`config.mk`:
```
export PLATFORM = sky130hd
export DESIGN_NAME = i2cst_target
export DESIGN_NICKNAME = d
export VERILOG_FILES = /design/src/rtl/i2cst_pkg.sv /design/src/rtl/i2cst_addr_dec.sv /design/src/rtl/i2cst_line_filter.sv /design/src/rtl/i2cst_engine.sv /design/src/rtl/i2cst_target.sv
export SDC_FILE = /design/constraint.sdc
export NUM_CORES = 1
export LEC_CHECK = 0
export ABC_AREA = 1
export CAP_MARGIN = 15
export CORE_MARGIN = 2
export CORE_UTILIZATION = 60
export CTS_CLUSTER_DIAMETER = 40
export DETAILED_ROUTE_END_ITERATION = 12
export DONT_BUFFER_PORTS = 1
export GPL_TIMING_DRIVEN = 0
export PLACE_DENSITY = 0.76
export SLEW_MARGIN = 20
export SYNTH_ARGS = -nofsm -noshare
export SYNTH_HDL_FRONTEND = slang
export SYNTH_SLANG_ARGS = --single-unit
```
`constraint.sdc`:
```
create_clock -name clk -period 4.6 [get_ports clk]
set_clock_uncertainty 0.05 [all_clocks]
set_input_delay 0.69 -clock clk [delete_from_list [all_inputs] [get_ports clk]]
set_output_delay 0.69 -clock clk [all_outputs]
set_load 0.05 [all_outputs]
```
`src/rtl/i2cst_pkg.sv`:
```
package i2cst_pkg;

   typedef enum logic [1:0] {
      LVL_LOW     = 2'b00,
      LVL_MID     = 2'b01,
      LVL_HIGH    = 2'b10,
      LVL_MID_ALT = 2'b11
   } lvl_e;

   typedef enum logic [2:0] {
      ST_IDLE,
      ST_RX,
      ST_ACK,
      ST_TX,
      ST_MACK,
      ST_IGNORE
   } st_e;

   // both mid encodings carry bit 0 set
   function automatic logic lvl_is_mid(input logic [1:0] code);
      return code[0];
   endfunction

endpackage

```
`src/rtl/i2cst_addr_dec.sv`:
```
module i2cst_addr_dec
   import i2cst_pkg::*;
#(
   parameter logic [6:0] FALLBACK_ADDR = 7'h67,
   parameter logic [6:0] BASE_ADDR     = 7'h68
) (
   input  logic [1:0] refsel_code,
   input  logic [1:0] hwsw_code,
   input  logic       addr_lsb,
   output logic [6:0] dev_addr,
   output logic       page_sel
);

   initial begin
      assert (BASE_ADDR[0] == 1'b0)
         else $error("BASE_ADDR must have bit 0 clear");
   end

   always_comb begin
      if (lvl_is_mid(refsel_code))
         dev_addr = FALLBACK_ADDR;
      else if (lvl_is_mid(hwsw_code))
         dev_addr = BASE_ADDR;
      else
         dev_addr = {BASE_ADDR[6:1], addr_lsb};
   end

   assign page_sel = (hwsw_code == LVL_HIGH);

endmodule

```
`src/rtl/i2cst_line_filter.sv`:
```
module i2cst_line_filter #(
   parameter int SYNC_STAGES = 2,
   parameter int FILT_LEN    = 3
) (
   input  logic clk,
   input  logic rst_n,
   input  logic line_in,
   output logic line_out
);

   localparam int CNT_W = (FILT_LEN < 2) ? 1 : $clog2(FILT_LEN);

   initial begin
      assert (SYNC_STAGES >= 2) else $error("SYNC_STAGES must be at least 2");
      assert (FILT_LEN >= 1)    else $error("FILT_LEN must be at least 1");
   end

   logic [SYNC_STAGES-1:0] sync_q;
   logic                   sync_out;

   always_ff @(posedge clk or negedge rst_n) begin
      if (!rst_n) sync_q <= '1;
      else        sync_q <= {sync_q[SYNC_STAGES-2:0], line_in};
   end

   assign sync_out = sync_q[SYNC_STAGES-1];

   generate
      if (FILT_LEN == 1) begin : g_nofilt
         always_ff @(posedge clk or negedge rst_n) begin
            if (!rst_n) line_out <= 1'b1;
            else        line_out <= sync_out;
         end
      end else begin : g_filt
         logic [CNT_W-1:0] run_cnt;
         always_ff @(posedge clk or negedge rst_n) begin
            if (!rst_n) begin
               run_cnt  <= '0;
               line_out <= 1'b1;
            end else if (sync_out == line_out) begin
               run_cnt <= '0;
            end else if (run_cnt == CNT_W'(FILT_LEN - 1)) begin
               run_cnt  <= '0;
               line_out <= sync_out;
            end else begin
               run_cnt <= run_cnt + CNT_W'(1);
            end
         end
      end
   endgenerate

endmodule

```
`src/rtl/i2cst_engine.sv`:
```
module i2cst_engine
   import i2cst_pkg::*;
#(
   parameter int OFF_W  = 16,
   parameter int DATA_W = 16
) (
   input  logic              clk,
   input  logic              rst_n,
   input  logic              enable,
   input  logic [6:0]        dev_addr,
   input  logic              scl_f,
   input  logic              sda_f,
   input  logic [DATA_W-1:0] reg_rdata,
   output logic              sda_oe,
   output logic [OFF_W-1:0]  reg_addr,
   output logic [DATA_W-1:0] reg_wdata,
   output logic              reg_wr_stb
);

   localparam int OFF_BYTES  = OFF_W / 8;
   localparam int DATA_BYTES = DATA_W / 8;
   localparam int LAST_BYTE  = OFF_BYTES + DATA_BYTES;
   localparam int IDX_W      = $clog2(LAST_BYTE + 2);
   localparam logic [IDX_W-1:0] IDX_OFF_END  = IDX_W'(OFF_BYTES);
   localparam logic [IDX_W-1:0] IDX_LAST     = IDX_W'(LAST_BYTE);
   localparam logic [IDX_W-1:0] IDX_DONE     = IDX_W'(LAST_BYTE + 1);

   initial begin
      assert (OFF_W % 8 == 0 && OFF_W >= 16)
         else $error("OFF_W must be a multiple of 8, at least 16");
      assert (DATA_W % 8 == 0 && DATA_W >= 16)
         else $error("DATA_W must be a multiple of 8, at least 16");
   end

   st_e               state;
   logic              scl_q, sda_q;
   logic [3:0]        bit_cnt;
   logic [IDX_W-1:0]  byte_idx;
   logic [7:0]        rx_sh;
   logic              rw;
   logic              mack_ok;
   logic [OFF_W-1:0]  off_sh;
   logic [DATA_W-1:0] dat_sh;
   logic [DATA_W-1:0] tx_word;

   logic scl_rise, scl_fall, start_det, stop_det;

   assign scl_rise  =  scl_f & ~scl_q;
   assign scl_fall  = ~scl_f &  scl_q;
   assign start_det =  scl_f &  scl_q &  sda_q & ~sda_f;
   assign stop_det  =  scl_f &  scl_q & ~sda_q &  sda_f;

   assign sda_oe = (state == ST_ACK) ||
                   (state == ST_TX && !tx_word[DATA_W-1]);

   always_ff @(posedge clk or negedge rst_n) begin
      if (!rst_n) begin
         state      <= ST_IDLE;
         scl_q      <= 1'b1;
         sda_q      <= 1'b1;
         bit_cnt    <= '0;
         byte_idx   <= '0;
         rx_sh      <= '0;
         rw         <= 1'b0;
         mack_ok    <= 1'b0;
         off_sh     <= '0;
         dat_sh     <= '0;
         tx_word    <= '0;
         reg_addr   <= '0;
         reg_wdata  <= '0;
         reg_wr_stb <= 1'b0;
      end else begin
         reg_wr_stb <= 1'b0;
         scl_q      <= scl_f;
         sda_q      <= sda_f;
         if (!enable) begin
            state <= ST_IDLE;
         end else if (start_det) begin
            state    <= ST_RX;
            bit_cnt  <= '0;
            byte_idx <= '0;
         end else if (stop_det) begin
            state <= ST_IDLE;
         end else begin
            unique case (state)
               ST_RX: begin
                  if (scl_rise && bit_cnt != 4'd8) begin
                     rx_sh   <= {rx_sh[6:0], sda_f};
                     bit_cnt <= bit_cnt + 4'd1;
                  end else if (scl_fall && bit_cnt == 4'd8) begin
                     bit_cnt <= '0;
                     if (byte_idx == '0) begin
                        if (rx_sh[7:1] == dev_addr) begin
                           state    <= ST_ACK;
                           rw       <= rx_sh[0];
                           tx_word  <= reg_rdata;
                           byte_idx <= IDX_W'(1);
                        end else begin
                           state <= ST_IGNORE;
                        end
                     end else if (!rw && byte_idx <= IDX_LAST) begin
                        state    <= ST_ACK;
                        byte_idx <= byte_idx + IDX_W'(1);
                        if (byte_idx <= IDX_OFF_END)
                           off_sh <= {off_sh[OFF_W-9:0], rx_sh};
                        else
                           dat_sh <= {dat_sh[DATA_W-9:0], rx_sh};
                        if (byte_idx == IDX_OFF_END)
                           reg_addr <= {off_sh[OFF_W-9:0], rx_sh};
                        if (byte_idx == IDX_LAST)
                           reg_wdata <= {dat_sh[DATA_W-9:0], rx_sh};
                     end else begin
                        state <= ST_IGNORE;
                     end
                  end
               end
               ST_ACK: begin
                  if (scl_fall) begin
                     state   <= rw ? ST_TX : ST_RX;
                     bit_cnt <= '0;
                     if (!rw && byte_idx == IDX_DONE)
                        reg_wr_stb <= 1'b1;
                  end
               end
               ST_TX: begin
                  if (scl_fall) begin
                     tx_word <= {tx_word[DATA_W-2:0], tx_word[DATA_W-1]};
                     if (bit_cnt == 4'd7) begin
                        state   <= ST_MACK;
                        bit_cnt <= '0;
                     end else begin
                        bit_cnt <= bit_cnt + 4'd1;
                     end
                  end
               end
               ST_MACK: begin
                  if (scl_rise)
                     mack_ok <= ~sda_f;
                  else if (scl_fall)
                     state <= mack_ok ? ST_TX : ST_IGNORE;
               end
               default: ;
            endcase
         end
      end
   end


   enable_quiet_chk: assert property (@(posedge clk) disable iff (!rst_n)
      !enable |=> !sda_oe);


   stb_pulse_chk: assert property (@(posedge clk) disable iff (!rst_n)
      reg_wr_stb |=> !reg_wr_stb);


   stb_addr_chk: assert property (@(posedge clk) disable iff (!rst_n)
      reg_wr_stb |-> $stable(reg_addr));


   oe_scl_low_chk: assert property (@(posedge clk) disable iff (!rst_n)
      (enable && !$stable(sda_oe)) |-> !scl_f);

endmodule

```
`src/rtl/i2cst_target.sv`:
```
module i2cst_target
   import i2cst_pkg::*;
#(
   parameter int         OFF_W         = 16,
   parameter int         DATA_W        = 16,
   parameter int         SYNC_STAGES   = 2,
   parameter int         FILT_LEN      = 3,
   parameter logic [6:0] FALLBACK_ADDR = 7'h67,
   parameter logic [6:0] BASE_ADDR     = 7'h68
) (
   input  logic              clk,
   input  logic              rst_n,
   input  logic              enable,
   input  logic [1:0]        refsel_code,
   input  logic [1:0]        hwsw_code,
   input  logic              addr_lsb,
   input  logic              scl_in,
   input  logic              sda_in,
   output logic              sda_oe,
   output logic              page_sel,
   output logic [OFF_W-1:0]  reg_addr,
   output logic [DATA_W-1:0] reg_wdata,
   output logic              reg_wr_stb,
   input  logic [DATA_W-1:0] reg_rdata
);

   localparam int N_LINES = 2;
   localparam int SCL_IX  = 1;
   localparam int SDA_IX  = 0;

   logic [N_LINES-1:0] raw_lines;
   logic [N_LINES-1:0] filt_lines;
   logic [6:0]         dev_addr;

   assign raw_lines[SCL_IX] = scl_in;
   assign raw_lines[SDA_IX] = sda_in;

   generate
      for (genvar gi = 0; gi < N_LINES; gi++) begin : g_line
         i2cst_line_filter #(
            .SYNC_STAGES (SYNC_STAGES),
            .FILT_LEN    (FILT_LEN)
         ) u_filt (
            .clk      (clk),
            .rst_n    (rst_n),
            .line_in  (raw_lines[gi]),
            .line_out (filt_lines[gi])
         );
      end
   endgenerate

   i2cst_addr_dec #(
      .FALLBACK_ADDR (FALLBACK_ADDR),
      .BASE_ADDR     (BASE_ADDR)
   ) u_dec (
      .refsel_code (refsel_code),
      .hwsw_code   (hwsw_code),
      .addr_lsb    (addr_lsb),
      .dev_addr    (dev_addr),
      .page_sel    (page_sel)
   );

   i2cst_engine #(
      .OFF_W  (OFF_W),
      .DATA_W (DATA_W)
   ) u_eng (
      .clk        (clk),
      .rst_n      (rst_n),
      .enable     (enable),
      .dev_addr   (dev_addr),
      .scl_f      (filt_lines[SCL_IX]),
      .sda_f      (filt_lines[SDA_IX]),
      .reg_rdata  (reg_rdata),
      .sda_oe     (sda_oe),
      .reg_addr   (reg_addr),
      .reg_wdata  (reg_wdata),
      .reg_wr_stb (reg_wr_stb)
   );

endmodule

```
== Yosys cells after proc, flatten, opt, wreduce, memory -nomap -nowiden ==
Index checks and enable logic that the tools add are counted.

* Register bits after elaboration: 97
* Bits of input ports: 26
* Output and inout bits: 35
* Word-level logic and storage cells: 156

* Add/subtract/negate cells: 4
* $lt $le $gt $ge: 2
* Equal/unequal tests: 35
* Mux-type cells: 50
* Bitwise logic cells: 18
* Reductions and logical operators: 27

{| class="wikitable"
|+ Operator list
! cell !! number
|-
| 16-bit two-way mux || 5
|-
| 3-bit two-way mux || 22
|-
| 9-bit AND reduction || 5
|-
| 16-bit one-hot mux with 2 select lines || 1
|-
| 4-bit two-way mux || 7
|-
| 5-bit by 2-bit inequality test with 1-bit output (second input constant) || 4
|-
| 8-bit AND reduction || 2
|-
| 2-bit by 1-bit inequality test with 1-bit output (second input constant) || 6
|-
| 3-bit one-hot mux with 4 select lines || 1
|-
| 4-bit one-hot mux with 3 select lines || 1
|-
| 1-bit inverter || 11
|-
| 2-bit two-way mux || 5
|-
| 5-bit by 3-bit inequality test with 1-bit output (second input constant) || 2
|-
| 5-bit AND reduction || 2
|-
| 3-bit by 2-bit == test with 1-bit output (second input constant) || 3
|-
| 3-bit == test (second input constant) || 3
|-
| 1-bit bitwise AND || 7
|-
| 7-bit == test || 1
|-
| 1-bit two-way mux || 7
|-
| 7-bit two-way mux || 1
|-
| 7-bit by 1-bit inequality test with 1-bit output (second input constant) || 1
|-
| 7-bit AND reduction || 1
|-
| 2-bit == test (second input constant) || 3
|-
| 3-bit by 1-bit inequality test with 1-bit output (second input constant) || 2
|-
| 23 further kinds || 33
|}

== Logic depth before layout (Yosys ltp) ==
Gate-level depths: netlist (run 1).

* Depth in word-level cells: 11
* Mapped depth: 12
* Mapped depth without buffers: 12

== Modules after synthesis ==
From an unflattened synthesis (run 1), not the netlist that was laid out.

* Cell total of the unflattened synthesis: 533
* Area, all modules: 4,743.3 sq um

{| class="wikitable"
|+ By module, submodules not included
! module !! instances !! cells each !! area an instance (sq um) !! seq. area each (sq um)
|-
| i2cst_engine || 1 || 478 || 4,295.4 || 2,179.6
|-
| i2cst_line_filter || 2 || 21 || 190.2 || 128.9
|-
| i2cst_addr_dec || 1 || 13 || 67.6 || 0.0
|}

== Least setup slack after synthesis (run 1) ==
No wires, ideal clock.

* Kind: reg-to-output
* Start point: register u_eng.state[2]
* End point: output port sda_oe
* Arrival time: 2.222 ns
* Required time: 3.860 ns
* Setup slack: 1.638 ns
* Stages on the path, launching flop included: 8
* Buffers on the path: 2
* Path through: dfrtp_1 > inv_2 > nand2_4 > nor2_4 > inv_1 > buf_2 > buf_2 > o21ai_0

* Longest elaborated chain between the ends: 3
* Elaborated cells on any way between the ends: 4
* Those cells by class: 2 x eq/ne; 2 x reduce/logical

{| class="wikitable"
|+ Ends and longest elaborated chain
! element !! RTL line !! source
|-
| from (decl) || i2cst_engine.sv:35 || <nowiki>st_e state;</nowiki>
|-
| from (signal assigned) || i2cst_engine.sv:119 || <nowiki>state <= rw ? ST_TX : ST_RX;</nowiki>
|-
| from (signal assigned) || i2cst_engine.sv:140 || <nowiki>state <= mack_ok ? ST_TX : ST_IGNORE;</nowiki>
|-
| 3-bit by 2-bit == test with 1-bit output || i2cst_engine.sv:54 || <nowiki>(state == ST_TX && !tx_word[DATA_W-1]);</nowiki>
|-
| 1-bit logical AND || i2cst_engine.sv:54 ||
|-
| 1-bit logical OR (*) || i2cst_engine.sv:53 || <nowiki>assign sda_oe = (state == ST_ACK) ||</nowiki>
|-
| to (decl) || i2cst_target.sv:19 || <nowiki>output logic sda_oe,</nowiki>
|}

Every way passes the cells marked *; elsewhere a longest branch is shown, timed or not.

== Worst setup path in the final report (run 1) ==
Ends and elaborated chain as after synthesis.

==> results of run 1 <==
-- metal layers --
layer / part of all wire / vias up / wire [um] / track usage
li1: - / 1744 / - / -
met1: 0.46 / 1682 / 4240 / 0.327
met2: 0.47 / 97 / 4370 / 0.385
met3: 0.053 / 12 / 492 / 0.0440
met4: 0.016 / 0 / 150 / 0.0909
met5: 0 / - / 0 / 0
-- layout by cell type (no fill, tap or decap), drive strengths merged --
cell type	instances
inv	47
o211ai	1
o21ai	67
nand3b	1
buf	14
o21a	1
nand4	6
clkinv	1
dfstp	8
nand2	210
nor3	9
nand3	43
nor4	1
clkbuf	13
a21oi	2
dfrtp	89
clkinvlp	2
nor2	29
a22oi	1
ha	5
xnor2	2
bufinv	1
-- state kept, by name, summed over array words and instances, names as in the netlist --
name	flops
u_eng.dat_sh	8
u_eng.rx_sh	8
u_eng.byte_idx	3
g_line.u_filt.g_filt.run_cnt	4
u_eng.mack_ok	1
u_eng.rw	1
u_eng.bit_cnt	4
u_eng.reg_addr	16
g_line.u_filt.sync_q	4
u_eng.state	3
g_line.u_filt.line_out	2
u_eng.tx_word	16
u_eng.sda_q	1
u_eng.reg_wr_stb	1
u_eng.off_sh	8
u_eng.scl_q	1
u_eng.reg_wdata	16
-- worst reg2reg max path: cells and delay by family, from the launching register on --
family | cells | cell delay [ns]
adder cells (fa/ha/maj) | 1 | 0.17
AND/OR/NAND/NOR | 9 | 1.07
flip-flops | 1 | 0.42
buffers and inverters | 2 | 0.27
-- path summary, 6_finish.rpt --
check / from / endpoint / cells past startpoint
max in group asynchronous: rst_n / u_eng.byte_idx[0] / 1
min in group clk: scl_in / g_line[1].u_filt.sync_q[0] / 0
min: rst_n / g_line[1].u_filt.sync_q[1] / 0
min reg2reg: g_line[1].u_filt.sync_q[0] / g_line[1].u_filt.sync_q[1] / 0
max reg2reg: u_eng.bit_cnt[0] / u_eng.tx_word[8] / 12
max: u_eng.state[2] / sda_oe / 7
-- kinds of logic after synthesis --
| family | after synthesis |
|---|---|
| compound gates | 72 |
| flops | 97 |
| simple gates | 299 |
| fa+ha+maj | 5 |
| xor+xnor | 2 |
| buf+inv | 61 |
-- through the flow --
step | total power [uW] | utilization | instances
2_1_floorplan | 1520 | - | 536
3_3_place_gp | 1630 | 0.639 | 635
3_5_place_dp | 1650 | 0.639 | 635
4_1_cts | 2240 | 0.671 | 652
5_1_grt | 2370 | 0.671 | 652
6_report | 2220 | 0.671 | 652
-- where the power goes --
part	total, uW	leakage (uW)	internal, uW	switching [uW]
clock network	563	0.0000965	260	303
registers	1060	0.00132	969	93.7
logic	598	0.00102	181	418
total	2220	0.00243	1410	814
-- cell usage after synthesis, drive strengths merged --
library cell | count | area share
ha | 5 | 0.014
dfstp | 8 | 0.046
nor4 | 1 | 0.0014
clkbuf | 3 | 0.0025
nand3 | 43 | 0.050
o211ai | 1 | 0.0017
a21oi | 2 | 0.0022
nand3b | 1 | 0.0017
o21a | 1 | 0.0017
o21ai | 67 | 0.081
dfrtp | 89 | 0.49
nand4 | 6 | 0.0097
nand2 | 210 | 0.18
inv | 45 | 0.038
nor3 | 9 | 0.015
buf | 13 | 0.021
nor2 | 29 | 0.036
a22oi | 1 | 0.0017
xnor2 | 2 | 0.0039
-- final cells by class --
class	instances	area, um^2	share of cell area
plain buffers	16	106	0.0218
flip-flops and latches	97	2440	0.498
clock buffers	10	128	0.0261
repair buffers	1	27.5	0.00563
inverters	45	171	0.0351
clock inverters	6	76.3	0.0156
well taps	99	124	0.0253
multi-input cells	378	1820	0.372
==> impl_metrics.tcl, run 1 <==
set metrics [dict create \
    finalSetupViolCount 0 \
    viasPerCell 5.42 \
    core_mm2 0.00729 \
    path_class "register to output port" \
    synth.area.mux_share 0 \
    r2r_setup_slack_ns 2.51 \
    syn_area_per_cell_um2 8.46 \
    io_buffers 0 \
    rows 31 \
    ctsHoldBuffers 1 \
    clk-insertion-delay-late_ns 0.36 \
    initial_utilization 0.622 \
    finalCritPeriodShare 0.697 \
    finalHoldViolCount 0 \
    clock-sinks 97 \
    drv_cap 0 \
    antenna_found_initial 0 \
    drive_gt1_frac 0.143 \
    die_area_mm2 0.00827 \
    finalCriticalPeriod_ns 3.21 \
    synth_xor_area_frac 0.00386 \
    rsz0062_at_grt "no" \
    drt-total-wl_mm 9.25 \
    final_nets 579 \
    ios 61 \
    cp_slowest_cell "o21ai_1" \
    cts_tree "yes" \
    drv_slew 0 \
    finalWorstSetupSlack_ns 1.39 \
    synth.distinct_cells 32 \
    ant_nets 0 \
    areaGrowthSynthToFinish_pct 7.84 \
    overflow 0 \
    clockRootBuffer "clkbuf_8" \
    cp_top_family "compound AO/OA/AOI/OAI gates" \
    power_density_mw_per_mm2 455 \
    grt_pass1_wl_mm 15.9 \
    fp.dieH_um 90.9 \
    holdCritPathClass "input pin to asynchronous set/reset pin" \
    path_clk_slew_ns 0.09 \
    post_cts_buffers 0 \
    cp_max_fo 10 \
    hold_ws_ns 0.126 \
    dr_total_vias 3535 \
    drc_errors 0 \
    syn_inst 536 \
    status "finished, final reports clean" \
    clockBufferDepth 2 \
    h-tree-depth 3 \
    fp.dieW_um 90.9 \
    max_freq_ghz 0.312 \
    cp-start-kind "register" \
    max_stage_delay_ns 0.77 \
    maxSlewHeadroom 0.347 \
    syn_area_mm2 0.00453 \
    drt_first_pass_iters 5 \
    synth-compound-area-share 0.0886 \
    crit_top_cell "buf_2" \
    synth-seq-cells 97 \
    synthAdderAreaFrac 0.0138 \
    hpwl_mm 6.32 \
    yosysWarnings 0 \
    fill_cells 635 \
    grt_pass1_vias 3455 \
    n_antenna_cell 0 \
    grt_usage 0.239 \
    place_congestion 0.889 \
    dpl_worst_slack_ns 1.78 \
    yosys.area_share.simple 0.295 \
    worstMarginPinSlew_ns 0.973 \
    critical_path_buf_inv_count 4 \
    tns_ns 0 \
    critPathCaptureType "output port" \
    path_cells "inv_2 -> nand2_4 -> nor2_4 -> inv_1 -> buf_2 -> buf_2 -> o21ai_1" \
    grt_max_degree 90 \
    synth_nets 567 \
    required_ns 3.86 \
    stdcell_area_mm2 0.00489 \
    drt_iter0_markers 232 \
    cp.arrival_ns 2.47 \
    placed_area_mm2 0.00466 \
    cts_buffers 9 \
    power.leakage_uw 0.00243 \
    cts_resized 0 \
    ys_seq_area_frac 0.538 \
    synth_top_family_by_area "simple AND/OR/NAND/NOR gates" \
    ir_drop_mv 0.336 \
    post_drt_wl_per_cell_um 14.2 \
]
(Power assumes the default switching activity.)
==> inputs of run 2 (changes only) <==
Clock period 4.6 ns to 3.3 ns, I/O delays scaled along.
==> run 2 against run 1 <==
Against the previous run: the run now ends with negative hold slack left; clock power increased by 40%; total power increased by 40%; sequential power increased by 40%; critical endpoint unchanged; worst setup slack got worse by 1.1 ns; routed wire length decreased by 0.79%; die area unchanged; largest cell class unchanged; highest routed layer unchanged.
==> impl_metrics.tcl, run 2 (synthesis results as in run 1) <==
set metrics [dict create \
    drt_iter0_markers 227 \
    grt_pass1_vias 3430 \
    viasPerCell 5.39 \
    cp_slowest_cell "o21ai_1" \
    drv_slew 0 \
    final_common_cell "nand2_1" \
    post_cts_buffers 0 \
    cp-start-kind "register" \
    worstMarginPinSlew_ns 0.973 \
    cts_tree "yes" \
    core_mm2 0.00729 \
    critPathCaptureType "output port" \
    status "finished, violations left" \
    n_antenna_cell 0 \
    critical_path_buf_inv_count 4 \
    crit_top_cell "buf_2" \
    die_area_mm2 0.00827 \
    holdCritPathClass "input pin to asynchronous set/reset pin" \
    io_buffers 0 \
    clk-insertion-delay-late_ns 0.36 \
    initial_utilization 0.622 \
    cts_resized 0 \
    final_nets 579 \
    grt_pass1_wl_mm 15.8 \
    tns_ns 0 \
    ios 61 \
    finalCriticalPeriod_ns 3.02 \
    cp_top_family "compound AO/OA/AOI/OAI gates" \
    rsz0062_at_grt "no" \
    areaGrowthSynthToFinish_pct 7.84 \
    post_drt_wl_per_cell_um 14.1 \
    clock-sinks 97 \
    antenna_found_initial 0 \
    drt-total-wl_mm 9.18 \
    clockRootBuffer "clkbuf_8" \
    h-tree-depth 3 \
    grt_max_degree 98 \
    hpwl_mm 6.32 \
    cp.arrival_ns 2.48 \
    required_ns 2.75 \
    power.leakage_uw 0.00243 \
    path_clk_slew_ns 0.10 \
    dpl_worst_slack_ns 0.673 \
    max_freq_ghz 0.331 \
    drt_first_pass_iters 5 \
    drv_cap 0 \
    place_congestion 0.889 \
    drc_errors 0 \
    finalHoldViolCount 2 \
    maxSlewHeadroom 0.347 \
    grt_usage 0.236 \
    finalSetupViolCount 0 \
    max_stage_delay_ns 0.77 \
    ir_drop_mv 0.469 \
    cp_max_fo 10 \
    final_cell_mix "203 x nand2_1, 89 x dfrtp_1, 41 x nand3_1" \
    finalCritPeriodShare 0.915 \
    overflow 0 \
    cts_buffers 9 \
    finalWorstSetupSlack_ns 0.280 \
    fp.dieW_um 90.9 \
    drive_gt1_frac 0.143 \
    path_class "register to output port" \
    hold_ws_ns -0.0000955 \
    power_density_mw_per_mm2 635 \
    path_cells "inv_2 -> nand2_4 -> nor2_4 -> inv_1 -> buf_2 -> buf_2 -> o21ai_1" \
    ant_nets 0 \
    dr_total_vias 3512 \
    clockBufferDepth 2 \
    fp.dieH_um 90.9 \
    rows 31 \
    largestRegisters "u_eng.reg_addr (16), u_eng.reg_wdata (16), u_eng.tx_word (16)" \
    violations "negative hold slack" \
]
## run 2: worst reg2reg max path, delay by kind of cell (launching register included)
family / cells / cell delay (ns)
adder cells (fa/ha/maj): 1 / 0.17
buffers and inverters: 2 / 0.27
flip-flops: 1 / 0.42
AND/OR/NAND/NOR: 9 / 1.07
## run 2: worst paths after layout
| check | start | end | slack, ns | cells past startpoint |
|---|---|---|---|---|
| worst max-delay path | u_eng.state[2] | sda_oe | 0.28 | 7 |
| worst min-delay path | rst_n | u_eng.reg_wdata[13] | -0.0001 | 1 |
| worst max register to register | u_eng.bit_cnt[0] | u_eng.tx_word[8] | 1.21 | 12 |
| worst min register to register | g_line[1].u_filt.sync_q[0] | g_line[1].u_filt.sync_q[1] | 0.31 | 0 |
| max in group asynchronous | rst_n | g_line[1].u_filt.sync_q[0] | 2.80 | 1 |
| min in group clk | scl_in | g_line[1].u_filt.sync_q[0] | 0.08 | 0 |
## run 2: final cells by class
class                      count  area, um^2
timing repair buffer           1        27.5
buffer                        16         106
multi-input combinational    378        1820
clock buffer                  10         128
fill                         635        2400
tap                           99         124
sequential                    97        2440
clock inverter                 6        76.3
inverter                      45         171
## run 2: power breakdown
part	leakage [uW]	switching (uW)	internal, uW
Clock	0.0000965	425	362
Sequential	0.00132	130	1350
Combinational	0.00102	583	252
## run 2: what timing repair did
action	in CTS	in global routing
setup endpoints to repair	0	0
hold buffers	1	0
endpoints found under the hold margin	97	0
## run 2: routing by layer
| metal | track usage | wire length, um | vias up |
|---|---|---|---|
| li1 | - | - | 1744 |
| met1 | 0.323 | 4180 | 1644 |
| met2 | 0.378 | 4330 | 109 |
| met3 | 0.0440 | 524 | 15 |
| met4 | 0.0909 | 147 | 0 |
| met5 | 0 | 0 | - |
## run 2: through the flow
step	total power, uW	util	instance area, um^2	hold slack [ns]	cells
2_1_floorplan	2120	-	4530	0.149	536
3_3_place_gp	2280	0.639	4660	0.151	635
3_5_place_dp	2310	0.639	4660	0.151	635
4_1_cts	3120	0.671	4890	0.0101	652
5_1_grt	3310	0.671	4890	0.00883	652
6_report	3100	0.671	4890	-0.0000955	652
==> inputs of run 3 (changes only) <==
Settings changed: CELL_PAD_IN_SITES_DETAIL_PLACEMENT set to 1, CELL_PAD_IN_SITES_GLOBAL_PLACEMENT set to 1, CORE_UTILIZATION 60 to 47, PLACE_DENSITY 0.76 to unset, PLACE_DENSITY_LB_ADDON set to 0.1, SLEW_MARGIN 20 to 25.
==> run 3 against run 2 <==
Against the previous run: the flow still finishes with violations (negative hold slack); via count rose by 0.68%; non-clock buffer count did not move; hold slack got worse by 0.0040 ns; largest cell class unchanged; highest routed layer unchanged.
==> impl_metrics.tcl, run 3 (synthesis results as in run 1) <==
set metrics [dict create \
    fp.dieH_um 102 \
    grt_max_degree 98 \
    p_clk_frac 0.235 \
    overflow 0 \
    hold_ws_ns -0.00409 \
    path_class "register to output port" \
    drv_cap 0 \
    ir_drop_mv 0.289 \
    worstMarginPinSlew_ns 0.994 \
    finalCritPeriodShare 0.935 \
    n_antenna_cell 0 \
    grt_usage 0.216 \
    fill_cells 1146 \
    cp-start-kind "register" \
    clk-insertion-delay-late_ns 0.37 \
    path_clk_slew_ns 0.10 \
    cts_buffers 9 \
    worst-r2r-cell-count 12 \
    max_freq_ghz 0.324 \
    final_nets 579 \
    drt_first_pass_iters 4 \
    core_mm2 0.00928 \
    p_comb_frac 0.281 \
    grt_pass1_wl_mm 17.7 \
    power.leakage_uw 0.00241 \
    p_total_uw 3060 \
    clockRootBuffer "clkbuf_8" \
    rows 35 \
    initial_utilization 0.488 \
    critPathCaptureType "output port" \
    required_ns 2.75 \
    rsz0062_at_grt "no" \
    dr_total_vias 3536 \
    post_cts_buffers 0 \
    violations "negative hold slack" \
    hpwl_mm 7.47 \
    cts_resized 0 \
    ctsHoldBuffers 1 \
    h-tree-depth 3 \
    place_congestion 0.845 \
    switching_share 0.383 \
    maxSlewHeadroom 0.333 \
    tns_ns 0 \
    viasPerCell 5.19 \
    drive_gt1_frac 0.143 \
    antenna_found_initial 0 \
    finalSetupViolCount 0 \
    post_drt_wl_per_cell_um 15.3 \
    internal_power_uw 1880 \
    drc_errors 0 \
    finalCriticalPeriod_ns 3.08 \
    final_cell_mix "203 x nand2_1, 89 x dfrtp_1, 41 x nand3_1" \
    cp.arrival_ns 2.54 \
    power_density_mw_per_mm2 624 \
    drv_slew 0 \
    p_seq_frac 0.484 \
    ant_nets 0 \
    cts_tree "yes" \
    holdCritPathClass "input pin to asynchronous set/reset pin" \
    largestRegisters "u_eng.reg_addr (16), u_eng.reg_wdata (16), u_eng.tx_word (16)" \
    grt_pass1_vias 3660 \
    areaGrowthSynthToFinish_pct 8.03 \
    clockBufferDepth 2 \
    fp.dieW_um 102 \
    drt-total-wl_mm 10.4 \
    final_common_cell "nand2_1" \
    finalHoldViolCount 1 \
    io_buffers 0 \
    ios 61 \
    status "finished, violations left" \
    p_sw_uw 1170 \
    die_area_mm2 0.0104 \
    clock-sinks 97 \
    cp_max_fo 10 \
    drt_iter0_markers 110 \
]
-- run 3: cell count changes in the layout (fill, tap and decap cells not counted) --
cell,change
inv_6,+2
bufinv_16,-1
clkbuf_1,-1
clkinv_4,-1
clkinvlp_4,+1
inv_8,-1
-- run 3: path summary, 6_finish.rpt --
| kind | slack [ns] | startpoint | end |
|---|---|---|---|
| min reg2reg | 0.31 | g_line[0].u_filt.sync_q[0] | g_line[0].u_filt.sync_q[1] |
| max | 0.22 | u_eng.state[2] | sda_oe |
| max in group asynchronous | 2.79 | rst_n | g_line[0].u_filt.sync_q[0] |
| min in group clk | 0.07 | scl_in | g_line[1].u_filt.sync_q[0] |
| min | -0.004 | rst_n | u_eng.tx_word[8] |
| max reg2reg | 1.19 | u_eng.bit_cnt[0] | u_eng.tx_word[8] |
-- run 3: critical path, stage by stage (launching register included) --
cell     delay, ns
dfrtp_1       0.46
inv_2         0.10
nand2_4       0.07
nor2_4        0.24
inv_1         0.11
buf_2         0.21
buf_2         0.20
o21ai_1       0.79
-- run 3: final cells by class --
cell class / count / area (um^2) / share of cell area
Buffer: 16 / 106 / 0.0217
Sequential cell: 97 / 2440 / 0.498
Timing Repair Buffer: 1 / 27.5 / 0.00562
Multi-Input combinational cell: 378 / 1820 / 0.371
Tap cell: 129 / 161 / 0.0330
Inverter: 45 / 171 / 0.0350
Clock inverter: 6 / 51.3 / 0.0105
Clock buffer: 9 / 124 / 0.0253
-- run 3: metal layers --
| metal | share of wire | vias to the layer above | global-route usage |
|---|---|---|---|
| li1 | - | 1739 | - |
| met1 | 0.49 | 1720 | 0.305 |
| met2 | 0.46 | 60 | 0.341 |
| met3 | 0.038 | 17 | 0.0363 |
| met4 | 0.019 | 0 | 0.0749 |
| met5 | 0 | - | 0 |
-- run 3: power by group through the flow --
stage	clock (uW)	sequential, uW	combinational, uW
final	718	1480	857
after global placement	0	1500	803
after global routing	791	1510	985
after detailed placement	0	1500	841
after floorplan	0	1480	646
after CTS	742	1480	873
-- run 3: per-stage QoR --
step | instance area [um^2] | cells | utilization | setup slack [ns]
final | 4900 | 681 | 0.528 | 0.215
after global routing | 4900 | 681 | 0.528 | 0.105
after CTS | 4900 | 681 | 0.528 | 0.182
after detailed placement | 4700 | 665 | 0.506 | 0.602
after global placement | 4700 | 665 | 0.506 | 0.214
after floorplan | 4530 | 536 | - | 0.533
